$ cat src/rtl/tcm_seq_pkg.sv
package tcm_seq_pkg;
  parameter int unsigned DUR_W = 10;

  typedef enum logic {
    POL_NEG = 1'b0,
    POL_POS = 1'b1
  } tcm_pol_e;

  typedef struct packed {
    logic [DUR_W-1:0] ext;
    logic [DUR_W-1:0] rres;
    logic [DUR_W-1:0] ron;
    logic [DUR_W-1:0] fon;
    logic [DUR_W-1:0] fres;
  } tcm_dur_t;
endpackage

$ cat src/rtl/tcm_zcd_edge.sv
module tcm_zcd_edge (
  input  logic clk_i,
  input  logic rst_ni,
  input  logic zcd_i,
  output logic rise_o
);
  logic zcd_q;

  always_ff @(posedge clk_i or negedge rst_ni) begin
    if (!rst_ni) zcd_q <= 1'b0;
    else         zcd_q <= zcd_i;
  end

  assign rise_o = zcd_i & ~zcd_q;
endmodule

$ cat src/rtl/tcm_edge_calc.sv
module tcm_edge_calc
  import tcm_seq_pkg::*;
#(
  parameter int unsigned CNT_W = 16
) (
  input  tcm_dur_t         dur_i,
  input  logic [CNT_W-1:0] cnt_i,
  output logic             rect_o,
  output logic             main_o
);
  localparam int unsigned PAD_W = CNT_W - DUR_W;

  logic [CNT_W-1:0] rect_off, main_on, main_off, rect_on;
  logic             rect_req, main_req;

  function automatic logic [CNT_W-1:0] zext(input logic [DUR_W-1:0] v);
    return {{PAD_W{1'b0}}, v};
  endfunction

  // cumulative offsets; CNT_W >= DUR_W+3 keeps the five-term sum from wrapping
  assign rect_off = zext(dur_i.ext);
  assign main_on  = rect_off + zext(dur_i.rres);
  assign main_off = main_on + zext(dur_i.ron) + zext(dur_i.fon);
  assign rect_on  = main_off + zext(dur_i.fres);

  assign rect_req = (cnt_i < rect_off) || (cnt_i >= rect_on);
  assign main_req = (cnt_i >= main_on) && (cnt_i < main_off);

  // interlock: rectifier yields to main
  assign main_o = main_req;
  assign rect_o = rect_req & ~main_req;
endmodule

$ cat src/rtl/tcm_leg.sv
module tcm_leg
  import tcm_seq_pkg::*;
#(
  parameter int unsigned CNT_W = 16
) (
  input  logic             clk_i,
  input  logic             rst_ni,
  input  logic             start_i,
  input  logic             kill_i,
  input  tcm_dur_t         dur_i,
  input  tcm_pol_e         pol_i,
  output logic             act_o,
  output logic [CNT_W-1:0] cnt_o,
  output tcm_dur_t         dur_o,
  output tcm_pol_e         pol_o,
  output logic             hi_o,
  output logic             lo_o
);
  localparam logic [CNT_W-1:0] CNT_MAX = '1;

  logic             act_q;
  logic [CNT_W-1:0] cnt_q;
  tcm_dur_t         dur_q;
  tcm_pol_e         pol_q;
  logic             rect_g, main_g;

  always_ff @(posedge clk_i or negedge rst_ni) begin
    if (!rst_ni) begin
      act_q <= 1'b0;
      cnt_q <= '0;
      dur_q <= '0;
      pol_q <= POL_NEG;
    end else if (kill_i) begin
      act_q <= 1'b0;
    end else if (start_i) begin
      act_q <= 1'b1;
      cnt_q <= '0;
      dur_q <= dur_i;
      pol_q <= pol_i;
    end else if (act_q && (cnt_q != CNT_MAX)) begin
      cnt_q <= cnt_q + 1'b1;
    end
  end

  tcm_edge_calc #(.CNT_W(CNT_W)) u_calc (
    .dur_i  (dur_q),
    .cnt_i  (cnt_q),
    .rect_o (rect_g),
    .main_o (main_g)
  );

  always_comb begin
    hi_o = 1'b0;
    lo_o = 1'b0;
    if (act_q) begin
      if (pol_q == POL_POS) begin
        hi_o = rect_g;
        lo_o = main_g;
      end else begin
        hi_o = main_g;
        lo_o = rect_g;
      end
    end
  end

  assign act_o = act_q;
  assign cnt_o = cnt_q;
  assign dur_o = dur_q;
  assign pol_o = pol_q;
endmodule

$ cat src/rtl/tcm_half_dly.sv
module tcm_half_dly #(
  parameter int unsigned CNT_W = 16
) (
  input  logic             clk_i,
  input  logic             rst_ni,
  input  logic             mstart_i,
  input  logic             kill_i,
  input  logic             mact_i,
  input  logic [CNT_W-1:0] mcnt_i,
  output logic             sstart_o
);
  logic             pend_q;
  logic [CNT_W-1:0] tgt_q;
  logic [CNT_W-1:0] per, half, tgt_d;

  // period just ended: master counter value at the restart edge plus one
  assign per   = mcnt_i + 1'b1;
  assign half  = per >> 1;
  assign tgt_d = (half == '0) ? CNT_W'(1) : half;

  assign sstart_o = pend_q & ~mstart_i & ~kill_i & (mcnt_i == (tgt_q - 1'b1));

  always_ff @(posedge clk_i or negedge rst_ni) begin
    if (!rst_ni) begin
      pend_q <= 1'b0;
      tgt_q  <= CNT_W'(1);
    end else if (kill_i) begin
      pend_q <= 1'b0;
    end else if (mstart_i) begin
      pend_q <= mact_i;
      tgt_q  <= tgt_d;
    end else if (sstart_o) begin
      pend_q <= 1'b0;
    end
  end
endmodule

$ cat src/rtl/tcm_ilv_seq.sv
module tcm_ilv_seq
  import tcm_seq_pkg::*;
#(
  parameter int unsigned TMO_TICKS = 1000
) (
  input  logic             clk_i,
  input  logic             rst_ni,
  input  logic             zcd_i,
  input  logic             pol_i,
  input  logic [DUR_W-1:0] t_ext_i,
  input  logic [DUR_W-1:0] t_rres_i,
  input  logic [DUR_W-1:0] t_ron_i,
  input  logic [DUR_W-1:0] t_fon_i,
  input  logic [DUR_W-1:0] t_fres_i,
  output logic             m_hi_o,
  output logic             m_lo_o,
  output logic             s_hi_o,
  output logic             s_lo_o,
  output logic             fault_o
);
  localparam int unsigned N_LEG = 2;
  localparam int unsigned TMO_W = $clog2(2 * TMO_TICKS + 2) + 1;
  localparam int unsigned CNT_W = (TMO_W > DUR_W + 3) ? TMO_W : DUR_W + 3;
  localparam logic [CNT_W-1:0] TMO_LAST = CNT_W'(TMO_TICKS - 1);

  logic             zcd_rise, s_start, tmo_hit, fault_q;
  logic             leg_start [N_LEG];
  tcm_dur_t         leg_dur_in[N_LEG];
  tcm_pol_e         leg_pol_in[N_LEG];
  logic             leg_act   [N_LEG];
  logic [CNT_W-1:0] leg_cnt   [N_LEG];
  tcm_dur_t         leg_dur_sh[N_LEG];
  tcm_pol_e         leg_pol_sh[N_LEG];
  logic             leg_hi    [N_LEG];
  logic             leg_lo    [N_LEG];

  tcm_zcd_edge u_edge (
    .clk_i  (clk_i),
    .rst_ni (rst_ni),
    .zcd_i  (zcd_i),
    .rise_o (zcd_rise)
  );

  assign tmo_hit = leg_act[0] & (leg_cnt[0] == TMO_LAST) & ~zcd_rise;

  always_ff @(posedge clk_i or negedge rst_ni) begin
    if (!rst_ni)       fault_q <= 1'b0;
    else if (tmo_hit)  fault_q <= 1'b1;
    else if (zcd_rise) fault_q <= 1'b0;
  end

  // leg 0 = master, fed from ports; leg 1 = slave, copies master shadow
  assign leg_start[0]  = zcd_rise;
  assign leg_dur_in[0] = '{ext: t_ext_i, rres: t_rres_i, ron: t_ron_i,
                           fon: t_fon_i, fres: t_fres_i};
  assign leg_pol_in[0] = tcm_pol_e'(pol_i);
  assign leg_start[1]  = s_start;
  assign leg_dur_in[1] = leg_dur_sh[0];
  assign leg_pol_in[1] = leg_pol_sh[0];

  for (genvar g = 0; g < N_LEG; g++) begin : g_leg
    tcm_leg #(.CNT_W(CNT_W)) u_leg (
      .clk_i   (clk_i),
      .rst_ni  (rst_ni),
      .start_i (leg_start[g]),
      .kill_i  (tmo_hit),
      .dur_i   (leg_dur_in[g]),
      .pol_i   (leg_pol_in[g]),
      .act_o   (leg_act[g]),
      .cnt_o   (leg_cnt[g]),
      .dur_o   (leg_dur_sh[g]),
      .pol_o   (leg_pol_sh[g]),
      .hi_o    (leg_hi[g]),
      .lo_o    (leg_lo[g])
    );
  end

  tcm_half_dly #(.CNT_W(CNT_W)) u_half (
    .clk_i    (clk_i),
    .rst_ni   (rst_ni),
    .mstart_i (zcd_rise),
    .kill_i   (tmo_hit),
    .mact_i   (leg_act[0]),
    .mcnt_i   (leg_cnt[0]),
    .sstart_o (s_start)
  );

  assign m_hi_o  = leg_hi[0];
  assign m_lo_o  = leg_lo[0];
  assign s_hi_o  = leg_hi[1];
  assign s_lo_o  = leg_lo[1];
  assign fault_o = fault_q;
endmodule

$ cat config.mk
export PLATFORM = sky130hd
export DESIGN_NAME = tcm_ilv_seq
export DESIGN_NICKNAME = d
export VERILOG_FILES = /design/src/rtl/tcm_seq_pkg.sv /design/src/rtl/tcm_zcd_edge.sv /design/src/rtl/tcm_edge_calc.sv /design/src/rtl/tcm_leg.sv /design/src/rtl/tcm_half_dly.sv /design/src/rtl/tcm_ilv_seq.sv
export SDC_FILE = /design/constraint.sdc
export NUM_CORES = 1
export LEC_CHECK = 0
export BUFFER_PORTS_ARGS = -buffer_cell sky130_fd_sc_hd__buf_2
export CAP_MARGIN = 10
export CORE_MARGIN = 1.5
export CORE_UTILIZATION = 48
export DETAILED_ROUTE_END_ITERATION = 8
export SETUP_SLACK_MARGIN = 0.2
export SLEW_MARGIN = 20
export SYNTH_ARGS = -nofsm -noshare
export SYNTH_HDL_FRONTEND = slang
export SYNTH_SLANG_ARGS = --single-unit
export TNS_END_PERCENT = 5
$ cat constraint.sdc
create_clock -name clk_i -period 16.5 [get_ports clk_i]
set_input_delay 2.475 -clock clk_i [delete_from_list [all_inputs] [get_ports clk_i]]
set_output_delay 2.475 -clock clk_i [all_outputs]
set_load 0.05 [all_outputs]
==> flow_results.xml <==
<?xml version="1.0" encoding="UTF-8"?>
<metrics>
  <group name="run_status">
    <metric name="outcome" unit="">completed</metric>
  </group>
  <group name="worst_setup_path">
    <metric name="startpoint_type" unit="">register</metric>
    <metric name="critical_path.endpoint_type" unit="">output pin</metric>
    <metric name="critical_path_arrival" unit="ns">6.78</metric>
    <metric name="slowest_stage_cell_on_the_critical_path" unit="">sky130_fd_sc_hd__a2111oi_0</metric>
    <metric name="worst-path-buf-inv" unit="">2</metric>
    <metric name="timing.critical_path.slowest_cell_delay" unit="ns">0.60</metric>
    <metric name="rr_worst_depth" unit="">10</metric>
    <metric name="worstPathRequired" unit="ns">14.03</metric>
    <metric name="cp_delay_by_family_top" unit="">compound AO/OA/AOI/OAI gates</metric>
    <metric name="timing.setup.critical_path_class" unit="">register to output pin</metric>
    <metric name="path_depth" unit="">26</metric>
    <metric name="critPathMostFrequentCell" unit="">sky130_fd_sc_hd__ha_1</metric>
    <metric name="crit_path_max_fanout" unit="">4</metric>
  </group>
  <group name="hold_path">
    <metric name="path_category_of_the_worst_min_delay_check" unit="">register to register</metric>
    <metric name="min_path_cells" unit="">2</metric>
  </group>
  <group name="floorplan">
    <metric name="num_io_pins" unit="">59</metric>
    <metric name="core" unit="sq um">23400</metric>
    <metric name="vertical_die_dimension" unit="microns">157.4</metric>
    <metric name="initial_core_util" unit="%">48.88</metric>
    <metric name="dieWidth" unit="microns">157.4</metric>
    <metric name="placement_rows" unit="">56</metric>
    <metric name="fp.dieArea" unit="sq um">24770</metric>
  </group>
  <group name="synth">
    <metric name="synthArstFlopShare" unit="%">100.0</metric>
    <metric name="synthesis.yosys.warnings" unit="">0</metric>
    <metric name="netlist_cell_types" unit="">66</metric>
    <metric name="synth.top_cells.by_area" unit="">sky130_fd_sc_hd__dfrtp_1 32%, sky130_fd_sc_hd__ha_1 17%, sky130_fd_sc_hd__inv_1 5.2%</metric>
    <metric name="yosys.cell_count.top_type" unit="">sky130_fd_sc_hd__inv_1</metric>
    <metric name="synth_enable_flop_cells" unit="">0</metric>
    <metric name="synthCells" unit="">1266</metric>
    <metric name="synthFlopType" unit="">sky130_fd_sc_hd__dfrtp_1</metric>
    <metric name="synth_nets" unit="">1497</metric>
    <metric name="post-synth-top-area-fraction" unit="%">31.50</metric>
    <metric name="synth.top_cells.by_count" unit="">157 x sky130_fd_sc_hd__inv_1, 151 x sky130_fd_sc_hd__ha_1, 145 x sky130_fd_sc_hd__nand2_1</metric>
    <metric name="syn_area" unit="sq um">11440</metric>
    <metric name="synth-seq-area-share" unit="%">31.73</metric>
    <metric name="yosys_register_bits" unit="">145</metric>
    <metric name="synthesis.area_per_instance" unit="sq um">9.035</metric>
    <metric name="synth.largest_area_cell" unit="">sky130_fd_sc_hd__dfrtp_1</metric>
  </group>
  <group name="timing">
    <metric name="finalHoldViolCount" unit="">0</metric>
    <metric name="final.setup_skew" unit="ns">0.008950</metric>
    <metric name="timing.fmax" unit="MHz">108.1</metric>
    <metric name="time_the_final_worst_path_needs_with_i_o_delays_and_setup" unit="ns">9.253</metric>
    <metric name="slew-limit-headroom" unit="%">32.48</metric>
    <metric name="worst-slew-pin-transition" unit="ns">1.013</metric>
    <metric name="rsz0062_at_grt" unit="">no</metric>
    <metric name="final.setup.worst_slack" unit="ns">7.247</metric>
    <metric name="setup_viols_final" unit="">0</metric>
    <metric name="timing.final.max_slew_violations" unit="">0</metric>
    <metric name="period_share" unit="%">56.08</metric>
    <metric name="finalSetupTns" unit="ns">0</metric>
  </group>
  <group name="routing">
    <metric name="dr.first_iter.drc_count" unit="">422</metric>
    <metric name="dr_total_vias" unit="">8766</metric>
    <metric name="wl_per_cell" unit="microns">17.10</metric>
    <metric name="drt_drc_violations_left" unit="">0</metric>
    <metric name="drt_wl_total" unit="microns">28100</metric>
    <metric name="drtAntennaViolNets" unit="">0</metric>
    <metric name="viasPerCell" unit="">5.335</metric>
    <metric name="drt-pass1-iter-count" unit="">5</metric>
  </group>
  <group name="global_route">
    <metric name="grt_first_pass_wirelength" unit="microns">45660</metric>
    <metric name="globalRoute.totalOverflow" unit="">0</metric>
    <metric name="grt_start_max_net_pins" unit="">101</metric>
    <metric name="antenna_found_initial" unit="">0</metric>
    <metric name="first_global_vias" unit="">8577</metric>
    <metric name="grt.total_usage" unit="%">24.08</metric>
  </group>
  <group name="cells_and_area">
    <metric name="multi_input_comb_area" unit="sq um">7046</metric>
    <metric name="layoutNonFillerInstCount" unit="">1643</metric>
    <metric name="nFillCells" unit="">2238</metric>
    <metric name="fraction_of_layout_instances_using_a_drive_strength_above_1" unit="%">10.05</metric>
    <metric name="post-route-util" unit="%">53.85</metric>
    <metric name="seqCellArea" unit="sq um">3630</metric>
    <metric name="area_growth" unit="%">10.17</metric>
    <metric name="final_nets" unit="">1542</metric>
    <metric name="antenna-diode-count" unit="">0</metric>
  </group>
  <group name="clock_network">
    <metric name="clkSinkCount" unit="">145</metric>
    <metric name="cts_inserted_buffers" unit="">17</metric>
    <metric name="ctsHtreeMaxLevel" unit="">4</metric>
    <metric name="cts.root.buffer_cell" unit="">sky130_fd_sc_hd__clkbuf_16</metric>
    <metric name="post_cts_resize_count" unit="">0</metric>
    <metric name="cts_tree" unit="">yes</metric>
    <metric name="clk_pin_slew_worst_paths" unit="ns">0.07</metric>
    <metric name="worst_skew_pair.late_latency" unit="ns">0.43</metric>
    <metric name="cts_post_setup_buffers_inserted" unit="">0</metric>
    <metric name="clk_path_buf_depth" unit="">2</metric>
    <metric name="post_cts_hold_buffer_count" unit="">0</metric>
  </group>
  <group name="placed_design">
    <metric name="place_ws" unit="ns">7.685</metric>
    <metric name="numPortBuffers" unit="">58</metric>
    <metric name="place_congestion" unit="">0.8489</metric>
    <metric name="numPlacedInstances" unit="">1610</metric>
    <metric name="hpwl" unit="microns">21440</metric>
  </group>
  <group name="job">
    <metric name="number_of_max_cap_violations" unit="">0</metric>
  </group>
</metrics>
-- worst min-delay path: stages (launching register included) --
cell                      delay (ns)
sky130_fd_sc_hd__dfrtp_1        0.34
sky130_fd_sc_hd__nor2_1         0.05
sky130_fd_sc_hd__nor2_1         0.08
-- path summary, 6_finish.rpt --
check | endpoint | slack, ns | start
worst max-delay path | s_hi_o | 7.25 | g_leg[1].u_leg.dur_o[31]
worst min-delay path | fault_o | 0.51 | fault_o
worst max register to register | g_leg[1].u_leg.dur_o[35] | 12.76 | u_half.tgt_q[0]
worst min register to register | fault_o | 0.51 | fault_o
max in group asynchronous | g_leg[1].u_leg.dur_o[5] | 13.32 | rst_ni
min in group asynchronous | g_leg[1].u_leg.dur_o[35] | 2.07 | rst_ni
-- metal layers --
layer | up-vias | track usage [%] | routed length [microns]
li1 | 4418 | - | -
met1 | 4223 | 33.94 | 13860
met2 | 103 | 40.05 | 13310
met3 | 22 | 2.974 | 668
met4 | 0 | 4.268 | 263
met5 | - | 0 | 0
-- placed cells by master (no fill, tap or decap), types with 12 or more instances in the layout --
master and instances:
sky130_fd_sc_hd__inv_1 157, sky130_fd_sc_hd__ha_1 151, sky130_fd_sc_hd__nand2_1 145, sky130_fd_sc_hd__dfrtp_1 144
sky130_fd_sc_hd__o21ai_0 84, sky130_fd_sc_hd__nor2_1 80, sky130_fd_sc_hd__buf_2 57, sky130_fd_sc_hd__a21oi_1 50
sky130_fd_sc_hd__xnor2_1 49, sky130_fd_sc_hd__xor2_1 45, sky130_fd_sc_hd__mux2i_1 36, sky130_fd_sc_hd__fa_1 26
sky130_fd_sc_hd__a21o_1 24, sky130_fd_sc_hd__nor3_1 20, sky130_fd_sc_hd__mux2_2 20, sky130_fd_sc_hd__nand3_1 19
sky130_fd_sc_hd__nand4_1 19, sky130_fd_sc_hd__nand2b_1 17, sky130_fd_sc_hd__clkbuf_16 17, sky130_fd_sc_hd__nor2b_1 15
sky130_fd_sc_hd__o21a_1 13, sky130_fd_sc_hd__a31oi_1 12
-- cell type report --
type | count | share of cell area (%)
Clock buffer | 17 | 3.376
Clock inverter | 15 | 1.201
Inverter | 157 | 4.676
Multi-Input combinational cell | 926 | 55.91
Sequential cell | 145 | 28.80
Tap cell | 319 | 3.167
Timing Repair Buffer | 64 | 2.869
-- per-stage QoR --
stage / instance area, sq um / hold WS, ns
after floorplan: 11440 / 0.4687
after global placement: 12000 / 0.4801
after detailed placement: 12000 / 0.4923
after CTS: 12570 / 0.5087
after global routing: 12600 / 0.5338
final: 12600 / 0.5078
-- cells by family after synthesis --
kind of cell | Yosys count | synth area share, %
AND/OR/NAND/NOR | 357 | 14.73
buffers and inverters | 195 | 6.738
flip-flops | 145 | 31.73
AO/OA/AOI/OAI | 242 | 13.41
adder cells (fa/ha/maj) | 177 | 21.07
multiplexers | 56 | 5.119
XOR/XNOR | 94 | 7.198
-- state kept, by name, indices dropped and copies added, names as in the netlist --
signal	count
u_half.tgt_q	12
g_leg.u_leg.act_o	2
u_edge.zcd_q	1
g_leg.u_leg.dur_o	100
g_leg.u_leg.pol_o	2
fault_o	1
g_leg.u_leg.cnt_o	26
u_half.pend_q	1
Power is not shown: default switching activity piles up to over one toggle a cycle in this logic, so the estimate is an artifact.
